[src/rtl/irq_init_pkg.sv]
package irq_init_pkg;

   typedef enum logic [2:0] {
      SEQ_UNINIT = 3'd0,
      SEQ_W2     = 3'd1,
      SEQ_W3     = 3'd2,
      SEQ_W4     = 3'd3,
      SEQ_RUN    = 3'd4
   } seq_state_t;

   typedef struct packed {
      logic start;   // base port, bit 4 set
      logic opcmd;   // base port, bit 4 clear
      logic port1;   // base+1 port
   } wr_kind_t;

   // bit positions inside the written byte
   localparam int unsigned START_BIT    = 4;
   localparam int unsigned LEVEL_BIT    = 3;
   localparam int unsigned OC_SEL_BIT   = 3;
   localparam int unsigned OC_ESM_BIT   = 6;
   localparam int unsigned OC_SM_BIT    = 5;
   localparam int unsigned OC_RR_BIT    = 1;
   localparam int unsigned OC_RIS_BIT   = 0;
   localparam logic [2:0]  OC_SETPRIO   = 3'b110;

endpackage

[src/rtl/irq_wr_decode.sv]
module irq_wr_decode
   import irq_init_pkg::*;
#(
   parameter int unsigned ADDR_W    = 8,
   parameter int unsigned DATA_W    = 8,
   parameter logic [ADDR_W-1:0] BASE_ADDR = 8'h20
) (
   input  logic              wr_en,
   input  logic [ADDR_W-1:0] wr_addr,
   input  logic [DATA_W-1:0] wr_data,
   output wr_kind_t          kind
);

   localparam logic [ADDR_W-1:0] PORT1_ADDR = BASE_ADDR | ADDR_W'(1);

   generate
      if (BASE_ADDR[0] != 1'b0) begin : g_bad_base
         $error("irq_wr_decode: BASE_ADDR must be even");
      end
      if (DATA_W <= START_BIT) begin : g_bad_width
         $error("irq_wr_decode: DATA_W too narrow");
      end
   endgenerate

   logic hit_base;
   logic hit_port1;

   always_comb begin
      hit_base   = wr_en && (wr_addr == BASE_ADDR);
      hit_port1  = wr_en && (wr_addr == PORT1_ADDR);
      kind.start = hit_base &&  wr_data[START_BIT];
      kind.opcmd = hit_base && !wr_data[START_BIT];
      kind.port1 = hit_port1;
   end

endmodule

[src/rtl/irq_seq_fsm.sv]
module irq_seq_fsm
   import irq_init_pkg::*;
(
   input  logic       clk,
   input  logic       rst_n,
   input  wr_kind_t   kind,
   output seq_state_t state,
   output logic       load_w2,
   output logic       load_w3,
   output logic       load_w4,
   output logic       running
);

   seq_state_t state_nx;

   always_comb begin
      state_nx = state;
      if (kind.start) begin
         state_nx = SEQ_W2;
      end else if (kind.port1) begin
         case (state)
            SEQ_W2:  state_nx = SEQ_W3;
            SEQ_W3:  state_nx = SEQ_W4;
            SEQ_W4:  state_nx = SEQ_RUN;
            default: state_nx = state;
         endcase
      end
   end

   always_comb begin
      load_w2 = !kind.start && kind.port1 && (state == SEQ_W2);
      load_w3 = !kind.start && kind.port1 && (state == SEQ_W3);
      load_w4 = !kind.start && kind.port1 && (state == SEQ_W4);
      running = (state == SEQ_RUN);
   end

   always_ff @(posedge clk or negedge rst_n) begin
      if (!rst_n) state <= SEQ_UNINIT;
      else        state <= state_nx;
   end

endmodule

[src/rtl/irq_cfg_regs.sv]
module irq_cfg_regs
   import irq_init_pkg::*;
#(
   parameter int unsigned DATA_W   = 8,
   parameter int unsigned VEC_W    = 5,
   parameter int unsigned ID_W     = 3,
   parameter int unsigned MODE_W   = 5,
   parameter bit          IS_SLAVE = 1'b0
) (
   input  logic              clk,
   input  logic              rst_n,
   input  logic              start,
   input  logic              load_w2,
   input  logic              load_w3,
   input  logic              load_w4,
   input  logic [DATA_W-1:0] wr_data,
   output logic              level_trig,
   output logic              rearm_pulse,
   output logic [VEC_W-1:0]  vec_base,
   output logic [DATA_W-1:0] casc_cfg,
   output logic [MODE_W-1:0] mode_bits
);

   generate
      if (VEC_W + ID_W != DATA_W) begin : g_bad_vec
         $error("irq_cfg_regs: VEC_W + ID_W must equal DATA_W");
      end
      if (MODE_W > DATA_W) begin : g_bad_mode
         $error("irq_cfg_regs: MODE_W wider than DATA_W");
      end
   endgenerate

   always_ff @(posedge clk or negedge rst_n) begin
      if (!rst_n) begin
         level_trig  <= 1'b0;
         rearm_pulse <= 1'b0;
         vec_base    <= '0;
         mode_bits   <= '0;
      end else begin
         rearm_pulse <= start;
         if (start)   level_trig <= wr_data[LEVEL_BIT];
         if (load_w2) vec_base   <= wr_data[DATA_W-1 -: VEC_W];
         if (load_w4) mode_bits  <= wr_data[MODE_W-1:0];
      end
   end

   generate
      if (IS_SLAVE) begin : g_slave
         localparam logic [ID_W-1:0] ID_RST = '1;
         logic [ID_W-1:0] slave_id;
         always_ff @(posedge clk or negedge rst_n) begin
            if (!rst_n)       slave_id <= ID_RST;
            else if (start)   slave_id <= ID_RST;
            else if (load_w3) slave_id <= wr_data[ID_W-1:0];
         end
         assign casc_cfg = {{(DATA_W-ID_W){1'b0}}, slave_id};
      end else begin : g_master
         logic [DATA_W-1:0] slave_map;
         always_ff @(posedge clk or negedge rst_n) begin
            if (!rst_n)       slave_map <= '0;
            else if (start)   slave_map <= '0;
            else if (load_w3) slave_map <= wr_data;
         end
         assign casc_cfg = slave_map;
      end
   endgenerate

endmodule

[src/rtl/irq_op_regs.sv]
module irq_op_regs
   import irq_init_pkg::*;
#(
   parameter int unsigned DATA_W = 8,
   parameter int unsigned PRIO_W = 3
) (
   input  logic              clk,
   input  logic              rst_n,
   input  wr_kind_t          kind,
   input  logic              running,
   input  logic [DATA_W-1:0] wr_data,
   output logic [DATA_W-1:0] irq_mask,
   output logic              spec_mask,
   output logic              read_isr,
   output logic [PRIO_W-1:0] lowest_prio,
   output logic              ocw_valid,
   output logic [DATA_W-1:0] ocw_data
);

   localparam logic [PRIO_W-1:0] PRIO_RST = '1;

   logic cmd_live;
   logic is_sel3;
   logic set_prio;

   always_comb begin
      cmd_live = running && kind.opcmd;
      is_sel3  = wr_data[OC_SEL_BIT];
      set_prio = cmd_live && !is_sel3 && (wr_data[DATA_W-1 -: 3] == OC_SETPRIO);
   end

   always_ff @(posedge clk or negedge rst_n) begin
      if (!rst_n) begin
         irq_mask    <= '0;
         spec_mask   <= 1'b0;
         read_isr    <= 1'b0;
         lowest_prio <= PRIO_RST;
         ocw_valid   <= 1'b0;
         ocw_data    <= '0;
      end else begin
         ocw_valid <= cmd_live;
         if (cmd_live) ocw_data <= wr_data;
         if (kind.start) begin
            irq_mask    <= '0;
            spec_mask   <= 1'b0;
            read_isr    <= 1'b0;
            lowest_prio <= PRIO_RST;
         end else begin
            if (running && kind.port1) irq_mask <= wr_data;
            if (cmd_live && is_sel3 && wr_data[OC_ESM_BIT]) spec_mask <= wr_data[OC_SM_BIT];
            if (cmd_live && is_sel3 && wr_data[OC_RR_BIT])  read_isr  <= wr_data[OC_RIS_BIT];
            if (set_prio) lowest_prio <= wr_data[PRIO_W-1:0];
         end
      end
   end

endmodule

[src/rtl/irq_init_sequencer.sv]
module irq_init_sequencer
   import irq_init_pkg::*;
#(
   parameter int unsigned ADDR_W    = 8,
   parameter int unsigned NUM_IRQ   = 8,
   parameter int unsigned MODE_W    = 5,
   parameter logic [ADDR_W-1:0] BASE_ADDR = 8'h20,
   parameter bit          IS_SLAVE  = 1'b0,
   localparam int unsigned PRIO_W   = $clog2(NUM_IRQ),
   localparam int unsigned VEC_W    = NUM_IRQ - PRIO_W
) (
   input  logic               clk,
   input  logic               rst_n,
   input  logic               wr_en,
   input  logic [ADDR_W-1:0]  wr_addr,
   input  logic [NUM_IRQ-1:0] wr_data,
   output logic               init_done,
   output logic               rearm_pulse,
   output logic               level_trig,
   output logic [VEC_W-1:0]   vec_base,
   output logic [NUM_IRQ-1:0] casc_cfg,
   output logic [MODE_W-1:0]  mode_bits,
   output logic [NUM_IRQ-1:0] irq_mask,
   output logic               spec_mask,
   output logic               read_isr,
   output logic [PRIO_W-1:0]  lowest_prio,
   output logic               ocw_valid,
   output logic [NUM_IRQ-1:0] ocw_data
);

   generate
      if (NUM_IRQ != 8) begin : g_bad_irq
         $error("irq_init_sequencer: byte-wide command set needs NUM_IRQ == 8");
      end
   endgenerate

   wr_kind_t   kind;
   seq_state_t state;
   logic       load_w2, load_w3, load_w4, running;

   irq_wr_decode #(
      .ADDR_W   (ADDR_W),
      .DATA_W   (NUM_IRQ),
      .BASE_ADDR(BASE_ADDR)
   ) i_decode (
      .wr_en  (wr_en),
      .wr_addr(wr_addr),
      .wr_data(wr_data),
      .kind   (kind)
   );

   irq_seq_fsm i_fsm (
      .clk    (clk),
      .rst_n  (rst_n),
      .kind   (kind),
      .state  (state),
      .load_w2(load_w2),
      .load_w3(load_w3),
      .load_w4(load_w4),
      .running(running)
   );

   irq_cfg_regs #(
      .DATA_W  (NUM_IRQ),
      .VEC_W   (VEC_W),
      .ID_W    (PRIO_W),
      .MODE_W  (MODE_W),
      .IS_SLAVE(IS_SLAVE)
   ) i_cfg (
      .clk        (clk),
      .rst_n      (rst_n),
      .start      (kind.start),
      .load_w2    (load_w2),
      .load_w3    (load_w3),
      .load_w4    (load_w4),
      .wr_data    (wr_data),
      .level_trig (level_trig),
      .rearm_pulse(rearm_pulse),
      .vec_base   (vec_base),
      .casc_cfg   (casc_cfg),
      .mode_bits  (mode_bits)
   );

   irq_op_regs #(
      .DATA_W(NUM_IRQ),
      .PRIO_W(PRIO_W)
   ) i_op (
      .clk        (clk),
      .rst_n      (rst_n),
      .kind       (kind),
      .running    (running),
      .wr_data    (wr_data),
      .irq_mask   (irq_mask),
      .spec_mask  (spec_mask),
      .read_isr   (read_isr),
      .lowest_prio(lowest_prio),
      .ocw_valid  (ocw_valid),
      .ocw_data   (ocw_data)
   );

   assign init_done = running;

endmodule

[config.mk]
export PLATFORM = sky130hd
export DESIGN_NAME = irq_init_sequencer
export DESIGN_NICKNAME = d
export VERILOG_FILES = /design/src/rtl/irq_init_pkg.sv /design/src/rtl/irq_wr_decode.sv /design/src/rtl/irq_seq_fsm.sv /design/src/rtl/irq_cfg_regs.sv /design/src/rtl/irq_op_regs.sv /design/src/rtl/irq_init_sequencer.sv
export SDC_FILE = /design/constraint.sdc
export NUM_CORES = 1
export LEC_CHECK = 0
export CAP_MARGIN = 20
export CORE_MARGIN = 2
export CORE_UTILIZATION = 65
export CTS_BUF_LIST = sky130_fd_sc_hd__clkbuf_4 sky130_fd_sc_hd__clkbuf_8
export DETAILED_ROUTE_END_ITERATION = 12
export DONT_BUFFER_PORTS = 1
export PLACE_DENSITY_LB_ADDON = 0.08
export REMOVE_ABC_BUFFERS = 1
export SLEW_MARGIN = 20
export SYNTH_ARGS = -nofsm -noshare
export SYNTH_HDL_FRONTEND = slang
export SYNTH_SLANG_ARGS = --single-unit
[constraint.sdc]
create_clock -name clk -period 2.2 [get_ports clk]
set_input_delay 0.11 -clock clk [delete_from_list [all_inputs] [get_ports clk]]
set_output_delay 0.11 -clock clk [all_outputs]
set_load 0.03 [all_outputs]
## After elaboration in Yosys (flattened, before gate mapping)

Cells that the tools add are included.

- Flip-flop bits (word level): 45
- Input bits: 19
- Output and inout bits: 43
- Word-level logic and storage cells: 58

- Multiplexer cells: 13
- Reductions and logical operators: 26
- Eq/ne operators: 7

Operator list:

| operator | number |
|---|---|
| two-way mux 8 bit | 4 |
| equality test 8 x 6 -> 1 bit (second input constant) | 2 |
| logical AND 1 bit | 15 |
| two-way mux 3 bit | 4 |
| nonzero test 2 bit | 6 |
| case mux 3 bit (3 select lines) | 1 |
| equality test 3 x 2 -> 1 bit (second input constant) | 2 |
| equality test 3 bit (second input constant) | 2 |
| two-way mux 1 bit | 4 |
| nonzero test 4 bit | 1 |
| equality test 3 x 1 -> 1 bit (second input constant) | 1 |
| zero test 1 bit | 3 |
| AND reduction 2 bit | 1 |

## Logic depth before layout (Yosys ltp)

- Depth after elaboration: 8
- Depth in mapped cells: 5
- Mapped depth without buffers: 5

## Cells and area by module

Synthesis repeated with hierarchy kept, for this count alone.

- Cells, all modules: 157
- Area, all modules: 1879.3 sq um

Modules (own cells, without submodules):

| module | area an instance (sq um) | cells each | times used | seq. area each (sq um) |
|---|---|---|---|---|
| irq_op_regs | 890.9 | 83 | 1 | 554.3 |
| irq_cfg_regs | 760.7 | 49 | 1 | 500.5 |
| irq_seq_fsm | 175.2 | 17 | 1 | 75.1 |
| irq_wr_decode | 52.6 | 8 | 1 | 0.0 |

## Worst setup path before layout

Ideal clock, no wire load.

- Kind: register to register
- From: reg i_fsm.state[0]
- To: reg i_op.lowest_prio[0]
- Library setup time: 0.075 ns
- Required time: 2.125 ns
- Path slack: 0.250 ns
- Buffers on the path: 0
- Period minus slack after synthesis: 1.950 ns
- Arrival time: 1.875 ns
- Stages on the path, launching flop included: 5
- Cells stage by stage: dfrtp_1 nor3b_2 nand4_2 nor4_4 mux2i_1

- Word-level cells in the longest chain between the ends: 5

Ends and longest elaborated chain:

| element | RTL line | RTL |
|---|---|---|
| start: declaration | irq_seq_fsm.sv:7 | `output seq_state_t state,` |
| start signal: assignment | irq_seq_fsm.sv:39 | `else state <= state_nx;` |
| equality test 3 bit | irq_seq_fsm.sv:34 | `running = (state == SEQ_RUN);` |
| net init_done | irq_init_sequencer.sv:17 | `output logic init_done,` |
| logical AND 1 bit | irq_op_regs.sv:27 | `cmd_live = running && kind.opcmd;` |
| logical AND 1 bit (2 in series) | irq_op_regs.sv:29 | `set_prio = cmd_live && !is_sel3 && (wr_data[DATA_W-1 -: 3] == OC_SETPRIO);` |
| nonzero test 2 bit (no source line) | - |  |
| end signal: assignment | irq_op_regs.sv:52 | `if (set_prio) lowest_prio <= wr_data[PRIO_W-1:0];` |
| end: declaration | irq_op_regs.sv:15 | `output logic [PRIO_W-1:0] lowest_prio,` |

The timed path passes the listed nets, and every way through them passes these cells.
A chain may end at the register's enable or synchronous reset.

## Final worst setup path

- From: reg i_fsm.state[0]
- To: reg i_op.lowest_prio[0]

- Word-level cells in the longest chain between the ends: 5

Ends and longest elaborated chain:

| element | RTL line |
|---|---|
| equality test 3 bit | irq_seq_fsm.sv:34 |
| logical AND 1 bit | irq_op_regs.sv:27 |
| logical AND 1 bit (2 in series) | irq_op_regs.sv:29 |
| nonzero test 2 bit (no source line) | - |

No other way between the ends.

==> impl_results.md <==
- Outcome: complete, no violations
- Die H: 58.3 µm
- Synth top area cells: dfrtp_1 (55%), mux2i_1 (6.8%), nand2_1 (5.3%), dfstp_2 (4.1%), mux2_4 (3.9%)
- Post-synth ARST share: 1.00
- RSZ-0062 raised after global routing: no
- Crit path kind: flop to flop
- Hold slack: 13.5 ps
- Flop-to-flop setup slack: 300 ps
- Final setup vio count: 0
- Die area: ~0.0034 mm²
- Synth area leader: dfrtp_1
- HPWL after DPL: 2850 µm
- Initial drt markers: 50
- Synth Instances: about 160
- Clock Tree Root: clkbuf_4
- FF-to-FF End: i_op.lowest_prio[0]
- Layout Cells excl Fill: 204
- Num ports: 62
- DRC viols: 0
- Die width: 58.3 µm
- Max-cap viol count: 0
- Comb power frac: 0.047
- First-pass GRT wire length: 6710 µm
- Power Dens Cells: 669 mW/mm²
- CP max FO: 9
- Sw frac: 0.215
- Synth Register Bits: 45
- Clock network fraction of total power: 0.355
- Post-synth EDFFs: 0
- CTS Sinks: 45
- Synth top cells by count: dfrtp_1 (42), nand2_1 (27), nor2_1 (18)
- IO Port Bufs: 0
- Final Skew: 8.53 ps
- H-tree Lvls: 2
- Routed vias/inst: between 6 and 7
- Final Cycle Share: 0.864
- Hold path cells: 2
- Slew margin rel.: 0.633
- Pin count of the biggest net entering global routing: between 40 and 50
- Vias in the first global route: approximately 1400
- Antenna Nets Post-Route: 0
- Critical Path RT: 2470 ps
- Worst vdd ir: 0.770 mV
- Worst skew pair latency: between 300 and 400 ps
- Mapped Area: 0.00192 mm²
- CTS Buf Count: 5
- Gr ovfl total: 0
- Ys Warns: 0
- Routed wire length per instance: 19.9 µm
- Layout cell share with drive strength beyond 1: 0.185
- Min-Delay Startpoint: wr_data[3]
- Yosys top cell area share: 0.549
- P_int: 1120 µW
- Measured slew at the worst slew-check pin: 548 ps
- CTS tree: built
- Cell leakage power: around 0.0011 µW
- Clock buffer depth: 2
- Slew Limit Fails: 0
- Cell row count: 19
- Placed Area: 0.00194 mm²
- Min Tclk post-route: between 1500 and 2000 ps
- Fmax: 0.526 GHz
- Data arrival, critical path: about 2200 ps
- Setup_tns: 0 ps
- Dpl cells: 186
- Hold EP: i_op.spec_mask
- Core area: 0.00278 mm²
- Hold Fails Final Rpt: 0
- R2R depth: 4
- Initial antenna violation count: 0
- Final net count: 191
- GRT Overall Usage: 0.273
- Layout area overhead: 11.2%
- Antenna cell count: 0
- Synth cell types: 34
- Fin area: 0.00213 mm²
- Initial Utilization: 0.689
- Total Routed Length: ~4100 µm
- Crit path capture type: flop
- Post-synthesis area per instance: 12.0 µm²
- Main synth FF type: dfrtp_1
- Sequential fraction of the synthesis area: 0.590
- Fillers: 200
- GPL Wtd Cong: 0.924
- Worst R2R Start: i_fsm.state[0]
- Most common cell in the netlist: dfrtp_1
- Clk slew on worst S/H paths: 130 ps
- Number of gates resized after cts: 0
- Routed vias: 1278
- Net Sw Power: ~300 µW
- Min-Delay Path Class: primary input to flop
- Type of origin of the critical path: flop
- TritonRoute pass-1 iters: 4
- Flop pwr share: 0.598
==> critical path, cell delays in order, from the launching register on <==
cell     delay (ps)
dfrtp_1         440
nor3b_2         350
nand4_2         330
nor4_4          420
mux2i_1         270
==> how the worst max path moves through the flow <==
stage | startpoint | to | slack [ps] | depth (start not counted)
final | i_fsm.state[0] | i_op.lowest_prio[0] | 300 | 4
after global routing | i_fsm.state[0] | i_op.lowest_prio[0] | 170 | 4
after CTS | i_fsm.state[0] | i_op.lowest_prio[0] | 290 | 4
after global placement | i_fsm.state[2] | i_cfg.vec_base[4] | 490 | 4
after floorplan | i_fsm.state[0] | i_op.lowest_prio[0] | 250 | 4
after detailed placement | i_fsm.state[0] | i_op.lowest_prio[0] | 330 | 4
==> sequential cells by signal (all words and copies together), names as in the netlist <==
register / count
i_cfg.rearm_pulse: 1
i_op.lowest_prio: 3
i_fsm.state: 3
i_op.spec_mask: 1
i_cfg.mode_bits: 5
i_op.ocw_data: 8
i_cfg.level_trig: 1
i_cfg.vec_base: 5
i_op.read_isr: 1
i_op.irq_mask: 8
i_op.ocw_valid: 1
i_cfg.casc_cfg: 8
==> cells by family (layout without fill, tap and decap cells) <==
family	Yosys count	after routing	synth area share
AND/OR/NAND/NOR	70	70	0.201
buffers and inverters	9	23	0.0235
multiplexers	23	23	0.137
AO/OA/AOI/OAI	12	12	0.0496
flip-flops	45	45	0.590
==> layer usage <==
| layer | vias to the layer above | routed length, µm | track usage |
|---|---|---|---|
| li1 | 579 | - | - |
| met1 | 641 | 1730 | 0.349 |
| met2 | 49 | 2020 | 0.445 |
| met3 | 9 | 251 | 0.0893 |
| met4 | 0 | 63 | 0.0797 |
| met5 | - | 0 | 0 |
==> repair_timing <==
| item | 4_1_cts | 5_1_grt |
|---|---|---|
| endpoints found under the hold margin | 83 | 0 |
| hold buffers | 10 | 0 |
| buffers inserted | 0 | 0 |
==> power by group through the flow <==
| stage | sequential (µW) | clock, µW | combinational (µW) |
|---|---|---|---|
| 2_1_floorplan | 866 | 0 | 19.9 |
| 3_3_place_gp | 867 | 0 | 21.5 |
| 3_5_place_dp | 867 | 0 | 22.9 |
| 4_1_cts | 852 | 512 | 68.6 |
| 5_1_grt | 853 | 540 | 75.6 |
| 6_report | 851 | 505 | 67.5 |
==> through the flow <==
step,worst slack [ps],total power [µW],utilization
global route,174,1470,0.766
floorplan,250,886,-
finish,300,1420,0.766
global placement,491,889,0.696
CTS,292,1430,0.766
detailed placement,333,890,0.696
==> cell usage in the layout, fill, tap and decap left out, drive strengths merged, types with 2 or more instances in the layout <==
cell and n:
a21o 2, a22o 6, and2 2, and4 3, buf 3, clkbuf 6
clkinv 2, dfrtp 42, dfstp 3, dlygate4sd3 9, inv 2, mux2 10
mux2i 13, nand2 27, nand3 6, nand4 3, nor2 18, nor2b 3
nor4 2, nor4b 2
==> layout make-up <==
cell class / count / area, µm² / share of cell area
timing repair buffer: 12 / 125 / 0.0588
clock buffer: 6 / 45.0 / 0.0212
tap: 31 / 38.8 / 0.0182
clock inverter: 2 / 38.8 / 0.0182
sequential: 45 / 1130 / 0.531
multi-input combinational: 105 / 741 / 0.348
inverter: 3 / 11.3 / 0.00529
Note: power is estimated with default switching activity, not from simulation.
